**src/rtl/cfgl_pkg.sv**
```systemverilog
package cfgl_pkg;

   localparam int BYTE_W = 8;

   typedef enum logic [1:0] {
      ST_IDLE = 2'd0,
      ST_LOAD = 2'd1,
      ST_DONE = 2'd2
   } cfgl_state_e;

endpackage

```
**src/rtl/cfgl_mode_dec.sv**
```systemverilog
module cfgl_mode_dec #(
   parameter int         MODE_W    = 3,
   parameter logic [2:0] MODE_CODE = 3'b010
) (
   input  logic [MODE_W-1:0] mode,
   output logic              sel
);

   generate
      if (MODE_W != 3) begin : g_bad_w
         $error("cfgl_mode_dec: MODE_W must be 3");
      end
   endgenerate

   always_comb begin
      sel = (mode == MODE_CODE);
   end

endmodule

```
**src/rtl/cfgl_seq.sv**
```systemverilog
module cfgl_seq
   import cfgl_pkg::*;
#(
   parameter int NUM_FRAMES = 4
) (
   input  logic cfg_clk,
   input  logic prog_n,
   input  logic sel,
   input  logic frame_last,
   output logic cap_en,
   output logic done
);

   localparam int FCNT_W = (NUM_FRAMES > 1) ? $clog2(NUM_FRAMES + 1) : 1;
   localparam logic [FCNT_W-1:0] FCNT_LAST = FCNT_W'(NUM_FRAMES - 1);

   cfgl_state_e       state_q, state_d;
   logic [FCNT_W-1:0] fcnt_q;
   logic              done_q;

   always_comb begin
      cap_en = (state_q == ST_LOAD) && sel;
   end

   always_comb begin
      state_d = state_q;
      unique case (state_q)
         ST_IDLE: if (sel) state_d = ST_LOAD;
         ST_LOAD: begin
            if (!sel)
               state_d = ST_IDLE;
            else if (frame_last && (fcnt_q == FCNT_LAST))
               state_d = ST_DONE;
         end
         ST_DONE: state_d = ST_DONE;
         default: state_d = ST_IDLE;
      endcase
   end

   always_ff @(posedge cfg_clk or negedge prog_n) begin
      if (!prog_n) begin
         state_q <= ST_IDLE;
         fcnt_q  <= '0;
         done_q  <= 1'b0;
      end else begin
         state_q <= state_d;
         if (frame_last)
            fcnt_q <= fcnt_q + FCNT_W'(1);
         if (state_d == ST_DONE)
            done_q <= 1'b1;
      end
   end

   assign done = done_q;

   a_r2_idle_no_capture: assert property (@(posedge cfg_clk) disable iff (!prog_n)
      !sel |-> !cap_en);

   a_r3_arm_edge_skipped: assert property (@(posedge cfg_clk) disable iff (!prog_n)
      cap_en |-> $past(sel));

   a_r7_done_sticky: assert property (@(posedge cfg_clk) disable iff (!prog_n)
      done |=> done);

   a_r7_no_capture_after_done: assert property (@(posedge cfg_clk) disable iff (!prog_n)
      done |-> !cap_en);

endmodule

```
**src/rtl/cfgl_frame_asm.sv**
```systemverilog
module cfgl_frame_asm
   import cfgl_pkg::*;
#(
   parameter int FRAME_BYTES  = 16,
   parameter bit LANE_INDEXED = 1'b0,
   localparam int FRAME_W     = FRAME_BYTES * BYTE_W
) (
   input  logic               cfg_clk,
   input  logic               prog_n,
   input  logic               cap_en,
   input  logic [BYTE_W-1:0]  din,
   output logic               frame_last,
   output logic [FRAME_W-1:0] asm_next,
   output logic               frame_valid,
   output logic [FRAME_W-1:0] frame_data
);

   localparam int POS_W = (FRAME_BYTES > 1) ? $clog2(FRAME_BYTES) : 1;
   localparam logic [POS_W-1:0] POS_LAST = POS_W'(FRAME_BYTES - 1);

   logic [POS_W-1:0]   pos_q;
   logic               valid_q;
   logic [FRAME_W-1:0] data_q;

   always_comb begin
      frame_last = cap_en && (pos_q == POS_LAST);
   end

   // Byte position inside the current frame; any idle edge restarts it.
   always_ff @(posedge cfg_clk or negedge prog_n) begin
      if (!prog_n)
         pos_q <= '0;
      else if (!cap_en || frame_last)
         pos_q <= '0;
      else
         pos_q <= pos_q + POS_W'(1);
   end

   generate
      if (LANE_INDEXED) begin : g_lanes
         for (genvar i = 0; i < FRAME_BYTES; i++) begin : g_lane
            logic [BYTE_W-1:0] lane_q;
            logic              hit;
            assign hit = cap_en && (pos_q == POS_W'(i));
            always_ff @(posedge cfg_clk or negedge prog_n) begin
               if (!prog_n)
                  lane_q <= '0;
               else if (hit)
                  lane_q <= din;
            end
            assign asm_next[(FRAME_BYTES-1-i)*BYTE_W +: BYTE_W] = hit ? din : lane_q;
         end
      end else begin : g_shift
         logic [FRAME_W-1:0] sr_q;
         always_ff @(posedge cfg_clk or negedge prog_n) begin
            if (!prog_n)
               sr_q <= '0;
            else if (cap_en)
               sr_q <= {sr_q[FRAME_W-BYTE_W-1:0], din};
         end
         assign asm_next = {sr_q[FRAME_W-BYTE_W-1:0], din};
      end
   endgenerate

   always_ff @(posedge cfg_clk or negedge prog_n) begin
      if (!prog_n) begin
         valid_q <= 1'b0;
         data_q  <= '0;
      end else begin
         valid_q <= frame_last;
         if (frame_last)
            data_q <= asm_next;
      end
   end

   assign frame_valid = valid_q;
   assign frame_data  = data_q;

   a_r4_pos_steps: assert property (@(posedge cfg_clk) disable iff (!prog_n)
      (cap_en && !frame_last) |=> (pos_q == $past(pos_q) + POS_W'(1)));

   a_r8_pos_restart: assert property (@(posedge cfg_clk) disable iff (!prog_n)
      !cap_en |=> (pos_q == '0));

   a_r5_valid_single: assert property (@(posedge cfg_clk) disable iff (!prog_n)
      frame_valid |=> !frame_valid);

   a_r7_data_held: assert property (@(posedge cfg_clk) disable iff (!prog_n)
      !$past(frame_last) |-> $stable(frame_data));

endmodule

```
**src/rtl/cfgl_marker_chk.sv**
```systemverilog
module cfgl_marker_chk
   import cfgl_pkg::*;
#(
   parameter int                FRAME_BYTES = 16,
   parameter logic [BYTE_W-1:0] HEAD_MARK   = 8'hFE,
   parameter logic [BYTE_W-1:0] TAIL_MARK   = 8'hFF,
   localparam int               FRAME_W     = FRAME_BYTES * BYTE_W
) (
   input  logic               cfg_clk,
   input  logic               prog_n,
   input  logic               frame_last,
   input  logic [FRAME_W-1:0] asm_next,
   output logic               err
);

   logic bad_head, bad_tail, err_q;

   always_comb begin
      bad_head = asm_next[FRAME_W-1 -: BYTE_W] != HEAD_MARK;
      bad_tail = asm_next[BYTE_W-1:0] != TAIL_MARK;
   end

   always_ff @(posedge cfg_clk or negedge prog_n) begin
      if (!prog_n)
         err_q <= 1'b0;
      else if (frame_last && (bad_head || bad_tail))
         err_q <= 1'b1;
   end

   assign err = err_q;

   a_r6_err_sticky: assert property (@(posedge cfg_clk) disable iff (!prog_n)
      err |=> err);

   a_r6_err_only_at_frame_end: assert property (@(posedge cfg_clk) disable iff (!prog_n)
      $rose(err) |-> $past(frame_last));

endmodule

```
**src/rtl/byte_cfg_loader.sv**
```systemverilog
module byte_cfg_loader
   import cfgl_pkg::*;
#(
   parameter int                MODE_W       = 3,
   parameter logic [2:0]        MODE_CODE    = 3'b010,
   parameter int                FRAME_BYTES  = 16,
   parameter int                NUM_FRAMES   = 4,
   parameter logic [BYTE_W-1:0] HEAD_MARK    = 8'hFE,
   parameter logic [BYTE_W-1:0] TAIL_MARK    = 8'hFF,
   parameter bit                LANE_INDEXED = 1'b0,
   localparam int               FRAME_W      = FRAME_BYTES * BYTE_W
) (
   input  logic               cfg_clk,
   input  logic               prog_n,
   input  logic [MODE_W-1:0]  mode,
   input  logic [BYTE_W-1:0]  din,
   output logic               frame_valid,
   output logic [FRAME_W-1:0] frame_data,
   output logic               cfg_err,
   output logic               cfg_done
);

   generate
      if (FRAME_BYTES < 2) begin : g_bad_frame
         $error("byte_cfg_loader: FRAME_BYTES must be at least 2");
      end
      if (NUM_FRAMES < 1) begin : g_bad_count
         $error("byte_cfg_loader: NUM_FRAMES must be at least 1");
      end
   endgenerate

   logic               sel;
   logic               cap_en;
   logic               frame_last;
   logic [FRAME_W-1:0] asm_next;

   cfgl_mode_dec #(
      .MODE_W    (MODE_W),
      .MODE_CODE (MODE_CODE)
   ) u_dec (
      .mode (mode),
      .sel  (sel)
   );

   cfgl_seq #(
      .NUM_FRAMES (NUM_FRAMES)
   ) u_seq (
      .cfg_clk    (cfg_clk),
      .prog_n     (prog_n),
      .sel        (sel),
      .frame_last (frame_last),
      .cap_en     (cap_en),
      .done       (cfg_done)
   );

   cfgl_frame_asm #(
      .FRAME_BYTES  (FRAME_BYTES),
      .LANE_INDEXED (LANE_INDEXED)
   ) u_asm (
      .cfg_clk     (cfg_clk),
      .prog_n      (prog_n),
      .cap_en      (cap_en),
      .din         (din),
      .frame_last  (frame_last),
      .asm_next    (asm_next),
      .frame_valid (frame_valid),
      .frame_data  (frame_data)
   );

   cfgl_marker_chk #(
      .FRAME_BYTES (FRAME_BYTES),
      .HEAD_MARK   (HEAD_MARK),
      .TAIL_MARK   (TAIL_MARK)
   ) u_chk (
      .cfg_clk    (cfg_clk),
      .prog_n     (prog_n),
      .frame_last (frame_last),
      .asm_next   (asm_next),
      .err        (cfg_err)
   );

   a_r7_done_with_valid: assert property (@(posedge cfg_clk) disable iff (!prog_n)
      $rose(cfg_done) |-> frame_valid);

endmodule

```
**config.mk**
```make
export PLATFORM = sky130hd
export DESIGN_NAME = byte_cfg_loader
export DESIGN_NICKNAME = d
export VERILOG_FILES = /design/src/rtl/cfgl_pkg.sv /design/src/rtl/cfgl_mode_dec.sv /design/src/rtl/cfgl_seq.sv /design/src/rtl/cfgl_frame_asm.sv /design/src/rtl/cfgl_marker_chk.sv /design/src/rtl/byte_cfg_loader.sv
export SDC_FILE = /design/constraint.sdc
export NUM_CORES = 1
export LEC_CHECK = 0
export ABC_AREA = 1
export BUFFER_PORTS_ARGS = -buffer_cell sky130_fd_sc_hd__buf_2
export CAP_MARGIN = 20
export CORE_MARGIN = 3
export CORE_UTILIZATION = 53
export CTS_BUF_LIST = sky130_fd_sc_hd__clkbuf_4
export DETAILED_ROUTE_END_ITERATION = 6
export PLACE_DENSITY = 0.78
export SLEW_MARGIN = 30
export SYNTH_ARGS = -nofsm -noshare
export SYNTH_HDL_FRONTEND = slang
export SYNTH_SLANG_ARGS = --single-unit
```
**constraint.sdc**
```tcl
create_clock -name cfg_clk -period 1.7 [get_ports cfg_clk]
set_clock_uncertainty 0.2 [all_clocks]
set_input_delay 0.17 -clock cfg_clk [delete_from_list [all_inputs] [get_ports cfg_clk]]
set_output_delay 0.17 -clock cfg_clk [all_outputs]
set_load 0.01 [all_outputs]
```
### Word level (Yosys, flattened, before mapping)

Index checks and enable logic that the tools add are counted.

* add/sub/neg operators: 2
* equal/unequal tests: 8
* muxes and demuxes: 5
* reduce and logical (&&, ||, !) cells: 8

Operators with widths (count)
* 8-bit != test (second input constant): 2
* 3-bit by 2-bit == test with 1-bit output (second input constant): 2
* 2-bit two-way mux: 3
* 2-bit case mux with 3 select lines: 1
* 4-bit by 1-bit adder with 4-bit output (second input constant): 1
* 2-bit == test (second input constant): 2
* 4-bit == test (second input constant): 1
* 1-bit logical AND: 4
* 4-bit two-way mux: 1
* 3-bit by 1-bit adder with 3-bit output (second input constant): 1
* 2-bit by 1-bit == test with 1-bit output (second input constant): 1
* 2-bit logical NOT: 1
* 1-bit logical OR: 2
* 1-bit logical NOT: 1

* bits in registers: 260
* bits of input ports: 13
* word-level logic and storage cells: 31

### Logic depth before layout (Yosys ltp)

Gate-level depths: netlist of run 1.

* depth in word-level cells: 8
* mapped depth: 9
* gate-level depth less buffers: 7

### Cells and area by module

From an unflattened synthesis of run 1, not the netlist that was laid out.

* cells, all modules: 1086
* area, all modules: 10203.5 sq um

Modules (own cells, without submodules)
* cfgl_frame_asm: times used 1, cells an instance 1035, area an instance 9818.2 sq um, seq. area each 6331.1 sq um
* cfgl_seq: times used 1, cells an instance 29, area an instance 277.8 sq um, seq. area each 150.1 sq um
* cfgl_marker_chk: times used 1, cells an instance 19, area an instance 93.8 sq um, seq. area each 25.0 sq um
* cfgl_mode_dec: times used 1, cells an instance 3, area an instance 13.8 sq um, seq. area each 0.0 sq um

### Worst setup path before layout of run 1

No wires, ideal clock.

* path type: reg-to-reg
* start: register u_asm.pos_q[0]
* end: register u_asm.data_q[120], in the netlist u_asm.frame_data[120]
* library setup time: 0.118 ns
* arrival: 1.321 ns
* path slack: 0.061 ns
* stages on the path, launching flop included: 10
* buffers on the path: 3
* cell sequence: dfrtp_1 -> ha_1 -> nand2_1 -> nor2_4 -> nand3_2 -> buf_6 -> buf_6 -> buf_6 -> nand2_1 -> o21ai_2

* cells in the longest elaborated chain, start to end: 2

Ends and longest elaborated chain
* start: declaration: RTL line cfgl_frame_asm.sv:21 `logic [POS_W-1:0] pos_q;`
* start signal: assignment: RTL line cfgl_frame_asm.sv:36 `pos_q <= pos_q + POS_W'(1);`
* 4-bit == test: RTL line cfgl_frame_asm.sv:26 `frame_last = cap_en && (pos_q == POS_LAST);`
* 1-bit logical AND: RTL line cfgl_frame_asm.sv:26
* end signal: assignment: RTL line cfgl_frame_asm.sv:72 `data_q <= asm_next;`
* end: declaration: RTL line cfgl_frame_asm.sv:23 `logic [FRAME_W-1:0] data_q;`

No other way between the ends.
A chain may end at the register's enable or synchronous reset.

### Worst setup path in the final report of run 1

* start: register u_asm.pos_q[0]
* end: register u_asm.data_q[30], in the netlist u_asm.frame_data[30]

The elaborated chain is that of the path after synthesis.

==> impl_metrics.toml, run 1 <==
[route]
routed_wl_microns = 20600
drt-initial-drc-count = 389
final_antenna_net_count = 0
wl_per_cell_microns = 14.0
drcViolationCount = 0
first_pass_iters = 5
vias = 7170
viasPerCell = 4.88

[sta]
setup_viol = 0
finalHoldViolCount = 0
worst_pin_slew_ns = 0.427
tns_ns = 0
min_period_over_period_pct = 98.6
fmax_mhz = 596
finalMaxSlewViolations = 0
max_slew_margin_pct = 71.5
rsz0062_at_grt = "yes"
fin_crit_ns = 1.68

[critical_path]
path_max_fanout = 49
crit_path_cell_trace = "ha_2, nand2_2, nor2_4, nand3_4, buf_12, buf_12, nand2_1, o21ai_0"
slowest_stage = "dfrtp_1"
crit_required_ns = 2.00
worstSetupEndpointType = "flip-flop"
worstSetupPathType = "flip-flop to flip-flop"
arrival_ns = 1.98
setup.worst_path.start_class = "flip-flop"
critPathMaxStageDelay_ns = 0.36
worst_path_most_repeated_cell = "buf_12"

[floorplan]
die_area_sq_um = 20100
core-area_sq_um = 18000
rows = 49
die_w_microns = 142
io_pins = 144
initial_core_util_pct = 54.3
die_y_microns = 142

[clock_tree]
cts_tree = "built"
cts_buffer_depth = 3
cts_sinks = 260
insertion_delay_ns = 0.64
htree_levels = 2
cts-buffers-inserted = 61
path_clk_slew_ns = 0.07
cts-root-buf = "clkbuf_4"

[place]
routabilityCongestion = 0.752
portBuffers = 143
placed_area_sq_um = 10900
dp.cells = 1342
hpwl_microns = 13000

[cells_and_area]
fill_cells = 1441
final_area_sq_um = 11900
nets = 1211
area_growth_pct = 21.5
utilization_pct = 66.0
finalNonFillerCells = 1470
drive_above_1_share_pct = 22.7

[pwr]
p_leak_nw = 5.88
vdd_drop_max_uv = 616
power.total_w = 0.0112
power_density_nw_per_um2 = 946

[yosys]
postSynthCellCount = 999
postSynthNetCount = 1015
synth-seq-cells = 260
ys_seq_area_share_pct = 66.5
synth_area_sq_um = 9790
avgSynthCellArea_sq_um = 9.80
ys_types = 23
synth.top_cell.area_share_pct = 66.5
yosys.area.top_type = "dfrtp_1"
ys_warn_count = 0
synth_area_leaders = "dfrtp_1 66%, nand2_1 11%, o21ai_0 8.7%"

[outcome]
outcome = "complete, no violations"

[grt]
antenna_found_initial = 1
grt_overflow = 0
grt_max_degree = 90
grt_pass1_vias = 7086
grt_pass1_wl_microns = 33400
grt_usage_pct = 20.1

[min_path]
hold_class = "input pin to flip-flop"

[job]
cap_viol_max_count = 0
## cells in the mapped netlist
master and n:
buf_2 24, buf_4 1, buf_6 12, clkbuf_1 17
clkbuf_2 1, dfrtp_1 260, ha_1 3, inv_1 135
nand2_1 286, nand2_2 1, nand3_1 1, nand3_2 1
nand3b_1 1, nand4_1 2, nor2_1 3, nor2_2 2
nor2_4 1, nor3_1 3, nor3b_1 2, o21ai_0 170
o21ai_1 70, o21ai_2 2, xor2_1 1
## sequential cells by signal, summed over array words and instances, names as in the netlist
register            cells
u_seq.fcnt_q            3
u_seq.state_q           2
u_asm.frame_data      128
u_seq.done              1
u_asm.g_shift.sr_q    120
u_chk.err               1
u_asm.pos_q             4
u_asm.frame_valid       1
## layer usage
layer | global-route usage [%] | vias up | routed length [microns]
met4 | 6.77 | 0 | 313
met1 | 27.4 | 3428 | 9380
met3 | 5.33 | 28 | 1040
met2 | 31.8 | 162 | 9850
met5 | 0 | - | 0
li1 | - | 3552 | -
## power by group
part / internal (W) / switching (W) / leakage (nW)
sequential: 0.00623 / 0.0000237 / 3.62
combinational: 0.0000955 / 0.000203 / 1.82
clock: 0.00239 / 0.00231 / 0.444
## per-stage QoR
stage / setup slack [ns] / hold WS, ns
after floorplan: 0.0613 / -0.326
final: 0.0230 / 0.173
after global placement: 0.0449 / -0.0960
after detailed placement: -0.0545 / -0.0967
after global routing: -0.0726 / 0.121
after CTS: 0.0157 / 0.117
## cell type report
type / instances / area (sq um) / area share [%]
inverters: 135 / 510 / 4.29
diodes: 1 / 2.50 / 0.0210
clock buffers: 89 / 668 / 5.62
well taps: 229 / 287 / 2.41
flip-flops and latches: 260 / 6510 / 54.7
clock inverters: 19 / 72.6 / 0.610
repair inverters: 1 / 7.51 / 0.0631
repair buffers: 187 / 1350 / 11.4
multi-input cells: 549 / 2490 / 20.9
## cells in the final DEF (no fill, tap or decap), drive strengths merged
master	instances
nor3b	2
inv	135
xor2	1
diode	1
nand3b	1
dfrtp	260
clkinv	18
buf	171
o21ai	242
nor3	3
nand3	2
nor2	6
ha	3
clkinvlp	2
clkbuf	91
nand2	287
dlygate4sd3	14
nand4	2
## critical path: cells and delay by family, from the launching register on
kind | cells | cell delay [ns]
compound gates | 1 | 0.08
fa+ha+maj | 1 | 0.19
buf+inv | 2 | 0.34
flops | 1 | 0.36
simple gates | 4 | 0.38
## kinds of logic (layout without fill, tap and decap cells)
group,after synthesis,in the layout,share of synthesized area [%]
AO/OA/AOI/OAI,242,242,12.4
XOR/XNOR,1,1,0.0895
adder cells (fa/ha/maj),3,3,0.383
buffers and inverters,190,431,8.56
flip-flops,260,260,66.5
other,0,1,0
AND/OR/NAND/NOR,303,303,12.1
## repair_timing
action                                  CTS  global route
endpoints found under the hold margin   344             0
endpoints found under the setup margin   10           101
pin swaps                                 0             1
gates resized for setup                   3            29
setup buffers                             0             1
cloned                                    1             3
hold buffers                             14             0
## final timing paths
check / cells after the start / end / start / slack [ns]
hold reg to reg: 2 / u_chk.err$_DFFE_PN0P_ / u_chk.err$_DFFE_PN0P_ / 0.28
setup reg to reg: 8 / u_asm.frame_data[30]$_DFFE_PN0P_ / u_asm.pos_q[0]$_DFF_PN0_ / 0.02
hold / removal: 4 / u_asm.frame_data[2]$_DFFE_PN0P_ / din[2] / 0.17
setup / recovery: 8 / u_asm.frame_data[30]$_DFFE_PN0P_ / u_asm.pos_q[0]$_DFF_PN0_ / 0.02
min in group asynchronous: 3 / u_asm.g_shift.sr_q[80]$_DFFE_PN0P_ / prog_n / 0.36
max in group asynchronous: 4 / u_asm.frame_data[113]$_DFFE_PN0P_ / prog_n / 0.32
Note: power is estimated with default switching activity, not from simulation.
==> run 2, diff against run 1 <==
Settings changed: SYNTH_HIERARCHICAL set to 1.
==> run 2 against run 1 <==
Effect of this change:
- largest power group unchanged
- sequential share of layout area down 3.6 points
- sequential power up 20%
- the run now ends with negative setup slack left
- critical path type unchanged
- synthesized cell count up 8.7%
- utilization up 1.7 points
- largest cell class unchanged
==> impl_metrics.toml, run 2 <==
[grt]
grt_overflow = 0
grt_pass1_vias = 7600
grt_pass1_wl_microns = 36900
antenna_found_initial = 1
grt_usage_pct = 21.9
grt_max_degree = 81

[pwr]
vdd_drop_max_uv = 500
power.total_w = 0.0135
power_density_nw_per_um2 = 1060
p_leak_nw = 7.06

[yosys]
ys_seq_area_share_pct = 63.8
postSynthNetCount = 1102
synth_area_leaders = "dfrtp_1 64%, nand2_1 13%, nand3_1 6.3%"
yosys.area.top_type = "dfrtp_1"
synth_common_cells = "341 x nand2_1, 260 x dfrtp_1, 129 x nand3_1"
synth_area_sq_um = 10200
avgSynthCellArea_sq_um = 9.40
synth-edff-count = 0
postSynthCellCount = 1086
ys_warn_count = 6
synth.top_cell.area_share_pct = 63.8
synthMostInstantiatedCell = "nand2_1"
ys_async_sr_fraction_pct = 100
ys_types = 20
synth-seq-cells = 260
yosys_most_used_dff = "dfrtp_1"

[route]
wl_per_cell_microns = 15.5
drt-initial-drc-count = 527
vias = 8135
viasPerCell = 5.12
routed_wl_microns = 24600
drcViolationCount = 0
first_pass_iters = 5
final_antenna_net_count = 0

[clock_tree]
cts-buffers-inserted = 67
cts_sinks = 260
cts_buffer_depth = 3
htree_levels = 3
cts_tree = "built"
insertion_delay_ns = 0.67
path_clk_slew_ns = 0.07
cts-root-buf = "clkbuf_4"

[floorplan]
die_y_microns = 145
initial_core_util_pct = 54.2
core-area_sq_um = 18800
die_area_sq_um = 21000
io_pins = 144
rows = 50
die_w_microns = 145

[sta]
min_period_over_period_pct = 104
worst_slack_ns = -0.0625
setup_viol = 40
worst_pin_slew_ns = 0.404
tns_ns = -0.615
finalHoldViolCount = 0
fin_crit_ns = 1.76
fmax_mhz = 567
max_slew_margin_pct = 72.7
rsz0062_at_grt = "yes"
finalMaxSlewViolations = 0

[critical_path]
worst_path_most_repeated_cell = "nand2_1"
path_buf_inv = 2
reg2reg_to = "u_asm/frame_data[40]$_DFFE_PN0P_"
critPathMaxStageDelay_ns = 0.35
reg2regPathDepth = 8
crit_family = "simple AND/OR/NAND/NOR gates"
crit_path_cell_trace = "ha_2, nand2_2, nor2_4, buf_12, nand2_8, clkbuf_16, nand2_1, nand2_1"
r2r_slack_ns = -0.06
timing.rr.start = "u_asm/pos_q[1]$_DFF_PN0_"
worstSetupPathType = "flip-flop to flip-flop"
slowest_stage = "dfrtp_1"
setup.worst_path.start_class = "flip-flop"
arrival_ns = 2.10
crit_required_ns = 2.03
path_max_fanout = 17
worstSetupEndpointType = "flip-flop"

[outcome]
outcome = "complete, but fails checks"
violations = "negative setup slack"

[cells_and_area]
finalNonFillerCells = 1590
nets = 1304
fill_cells = 1451
drive_above_1_share_pct = 25.4
layout_common_cells = "313 x nand2_1, 260 x dfrtp_1, 142 x buf_2"
area_growth_pct = 24.9
largest_register_ffs = 128
final_common_cell = "nand2_1"

[min_path]
min_to = "u_asm/g_shift.sr_q[3]$_DFFE_PN0P_"
min_from = "din[3]"
hold_path_depth = 4
hold_class = "input pin to flip-flop"

[place]
dp.cells = 1444
routabilityCongestion = 0.811
portBuffers = 143
hpwl_microns = 14700

[job]
cap_viol_max_count = 0
## run 2: how the worst max path moves through the flow
stage	from	cells past startpoint	end	slack, ns
3_3_place_gp	mode[0]	10	u_asm/frame_data[46]$_DFFE_PN0P_	0.03
3_5_place_dp	mode[0]	11	u_asm/frame_data[3]$_DFFE_PN0P_	-0.008
2_1_floorplan	u_asm/pos_q[0]$_DFF_PN0_	10	u_seq/state_q[0]$_DFF_PN0_	0.006
5_1_grt	mode[0]	11	u_asm/g_shift.sr_q[100]$_DFFE_PN0P_	-0.15
6_report	u_asm/pos_q[1]$_DFF_PN0_	8	u_asm/frame_data[40]$_DFFE_PN0P_	-0.06
4_1_cts	u_seq/state_q[0]$_DFF_PN0_	7	u_asm/frame_data[64]$_DFFE_PN0P_	0.002
## run 2: area by class of cell
type	count	area, sq um	area share [%]
diodes	1	2.50	0.0196
flip-flops and latches	260	6510	51.1
clock inverters	14	53.8	0.422
repair buffers	209	1800	14.1
multi-input cells	673	3040	23.9
well taps	260	325	2.55
inverters	77	292	2.29
clock buffers	96	721	5.66
## run 2: kinds of logic after synthesis
kind of cell,synth area share [%]
and+or+nand+nor,21.8
AOI/OAI and AO/OA,6.18
adders and majority gates,0.368
xor gates and xnor gates,0.0859
buffers and inverters,7.82
DFF,63.8
## run 2: routing by layer
layer | part of all wire, % | up-vias | GRT usage (%)
met5 | 0 | - | 0
met4 | 1.9 | 0 | 8.59
li1 | - | 3900 | -
met1 | 43 | 3912 | 31.1
met3 | 6.7 | 36 | 4.83
met2 | 48 | 287 | 33.3
## run 2: per-stage QoR
stage / setup slack [ns] / instance area, sq um / util (%) / hold slack, ns
global route: -0.147 / 12700 / 67.7 / 0.123
global placement: 0.0257 / 11200 / 59.7 / -0.138
CTS: 0.00225 / 12200 / 64.7 / 0.0640
detailed placement: -0.00812 / 11200 / 59.7 / -0.142
finish: -0.0625 / 12700 / 67.7 / 0.117
floorplan: 0.00638 / 10200 / - / -0.326
## run 2: timing repair
item | CTS | global route
buffers inserted | 0 | 8
hold endpoints to repair | 282 | 0
pin swaps | 1 | 3
endpoints found under the setup margin | 10 | 209
cloned | 0 | 13
resized for setup | 0 | 60
hold buffers | 14 | 0
## run 2: power breakdown
group / internal, W / switching (W) / total [W] / leakage [nW]
Clock: 0.00257 / 0.00243 / 0.00500 / 0.466
Combinational: 0.000359 / 0.000676 / 0.00104 / 3.26
Sequential: 0.00694 / 0.000558 / 0.00750 / 3.33
## run 2: tightest hold or removal path, cell delays in order
cell           delay, ns
dlygate4sd3_1       0.52
buf_2               0.13
nand2_1             0.06
o21ai_0             0.06
==> run 3, diff against run 2 <==
Settings changed: GPL_ROUTABILITY_DRIVEN set to 1, SETUP_SLACK_MARGIN set to 0.3.
==> run 3 against run 2 <==
Effect of this change:
- the run ends with negative hold slack, negative setup slack left
- sequential cell count unchanged
- die area unchanged
- global-route usage increased by 1.9 points
- via count increased by 5.0%
- power increased by 0.92%
- sequential power increased by 0.9%
- routed wire length increased by 11%
- hold slack got worse by 0.29 ns
- clock-buffer cell count decreased by 3
==> impl_metrics.toml, run 3 (synthesis gave the netlist of run 2 again) <==
[route]
first_pass_iters = 6
viasPerCell = 5.32
routed_wl_microns = 27200
drcViolationCount = 0
drt-initial-drc-count = 775
final_antenna_net_count = 0
wl_per_cell_microns = 16.9
vias = 8538

[clock_tree]
cts_buffer_depth = 3
cts_tree = "built"
insertion_delay_ns = 0.66
htree_levels = 3
cts-root-buf = "clkbuf_4"
path_clk_slew_ns = 0.06
cts_sinks = 260
holdBufCountCts = 10
cts-buffers-inserted = 67

[sta]
fmax_mhz = 569
finalHoldViolCount = 40
rsz0062_at_grt = "yes"
fin_crit_ns = 1.76
min_period_over_period_pct = 103
worst_slack_ns = -0.0576
hold_ws_ns = -0.177
setup_viol = 6
worst_pin_slew_ns = 0.435
finalMaxSlewViolations = 0
max_slew_margin_pct = 71.0

[outcome]
outcome = "complete, but fails checks"
violations = "negative hold slack, negative setup slack"

[place]
routabilityCongestion = 0.828
hpwl_microns = 14900
portBuffers = 143
dp_worst_setup_slack_ns = -0.0244

[cells_and_area]
largest_register_ffs = 128
area_growth_pct = 29.0
fill_cells = 1378
drive_above_1_share_pct = 28.0
layout_common_cells = "324 x nand2_1, 260 x dfrtp_1, 142 x buf_2"
nets = 1328
final_common_cell = "nand2_1"

[pwr]
power_frac_clock_pct = 35.8
p_comb_share_pct = 8.8
p_leak_nw = 7.28
p_int_w = 0.00986
power_density_nw_per_um2 = 1040
p_switching_w = 0.00380
vdd_drop_max_uv = 596
pwr-share-seq_pct = 55.4
switching_share_pct = 27.9

[grt]
grt_overflow = 0
grt_max_degree = 57
antenna_found_initial = 1
grt_pass1_vias = 8184
grt_usage_pct = 23.8
grt_pass1_wl_microns = 40100

[min_path]
hold_class = "input pin to asynchronous set/reset pin"

[floorplan]
core-area_sq_um = 18800
die_w_microns = 145
rows = 50
initial_core_util_pct = 54.2
io_pins = 144
die_area_sq_um = 21000
die_y_microns = 145

[critical_path]
arrival_ns = 2.09
path_max_fanout = 24
setup.worst_path.start_class = "flip-flop"
r2r_slack_ns = -0.06
critPathMaxStageDelay_ns = 0.38
timing.rr.start = "u_seq/state_q[0]$_DFF_PN0_"
crit_required_ns = 2.03
slowest_stage = "dfrtp_1"
reg2regPathDepth = 8
crit_path_cell_trace = "inv_2, nor3_4, buf_6, buf_12, nand2_8, buf_12, nand2_1, nand2_1"
worstSetupEndpointType = "flip-flop"
reg2reg_to = "u_asm/frame_data[84]$_DFFE_PN0P_"
worstSetupPathType = "flip-flop to flip-flop"

[job]
cap_viol_max_count = 0
==> run 3: power groups by stage <==
stage	Combinational (W)	Sequential [W]	Clock [W]
floorplan	0.000649	0.00742	0
global placement	0.000928	0.00759	0
detailed placement	0.000988	0.00762	0
CTS	0.00104	0.00751	0.00494
global route	0.00138	0.00766	0.00534
finish	0.00120	0.00757	0.00489
==> run 3: worst max path at each step <==
stage	slack [ns]	to	start	cells after the start
2_1_floorplan	0.04	u_seq/state_q[0]$_DFF_PN0_	u_asm/pos_q[0]$_DFF_PN0_	10
3_3_place_gp	0.03	u_asm/frame_data[33]$_DFFE_PN0P_	u_asm/pos_q[1]$_DFF_PN0_	7
3_5_place_dp	-0.02	u_asm/frame_data[33]$_DFFE_PN0P_	u_asm/pos_q[1]$_DFF_PN0_	7
4_1_cts	0.04	u_asm/frame_data[69]$_DFFE_PN0P_	u_asm/pos_q[1]$_DFF_PN0_	7
5_1_grt	-0.10	u_asm/frame_data[84]$_DFFE_PN0P_	u_asm/pos_q[0]$_DFF_PN0_	8
6_report	-0.06	u_asm/frame_data[84]$_DFFE_PN0P_	u_seq/state_q[0]$_DFF_PN0_	8
==> run 3: per-stage QoR <==
stage | cells | TNS, ns | power (W) | instance area [sq um] | utilization, %
global placement | 1451 | 0 | 0.00852 | 11300 | 59.8
CTS | 1577 | 0 | 0.0135 | 12500 | 66.2
detailed placement | 1451 | -0.229 | 0.00861 | 11300 | 59.8
global route | 1606 | -5.07 | 0.0144 | 13200 | 69.9
finish | 1606 | -0.148 | 0.0137 | 13200 | 69.9
floorplan | 1086 | 0 | 0.00807 | 10300 | -
==> run 3: per-layer routing <==
layer	share of wire (%)	GRT usage [%]
met4	3.0	9.67
met5	0	0
met2	49	37.5
met1	42	32.7
met3	6.6	4.93
==> run 3: timing repair <==
action / in CTS / in global routing
cloned: 9 / 18
hold endpoints to repair: 283 / 40
gates resized for setup: 24 / 77
pin swaps: 6 / 7
buffers inserted: 5 / 10
endpoints found under the setup margin: 386 / 391
==> run 3: area by class of cell <==
cell class	count	area [sq um]	share of cell area (%)
clock buffer	93	698	5.31
clock inverter	9	33.8	0.257
sequential	260	6510	49.4
multi-input combinational	673	3110	23.6
tap	260	325	2.47
timing repair buffer	233	2180	16.6
antenna	1	2.50	0.0190
inverter	77	297	2.25
==> run 3: critical path, delay by kind of cell (launching register included) <==
kind / cells / cell delay, ns
buffers and inverters: 4 / 0.54
and+or+nand+nor: 4 / 0.52
DFF: 1 / 0.38
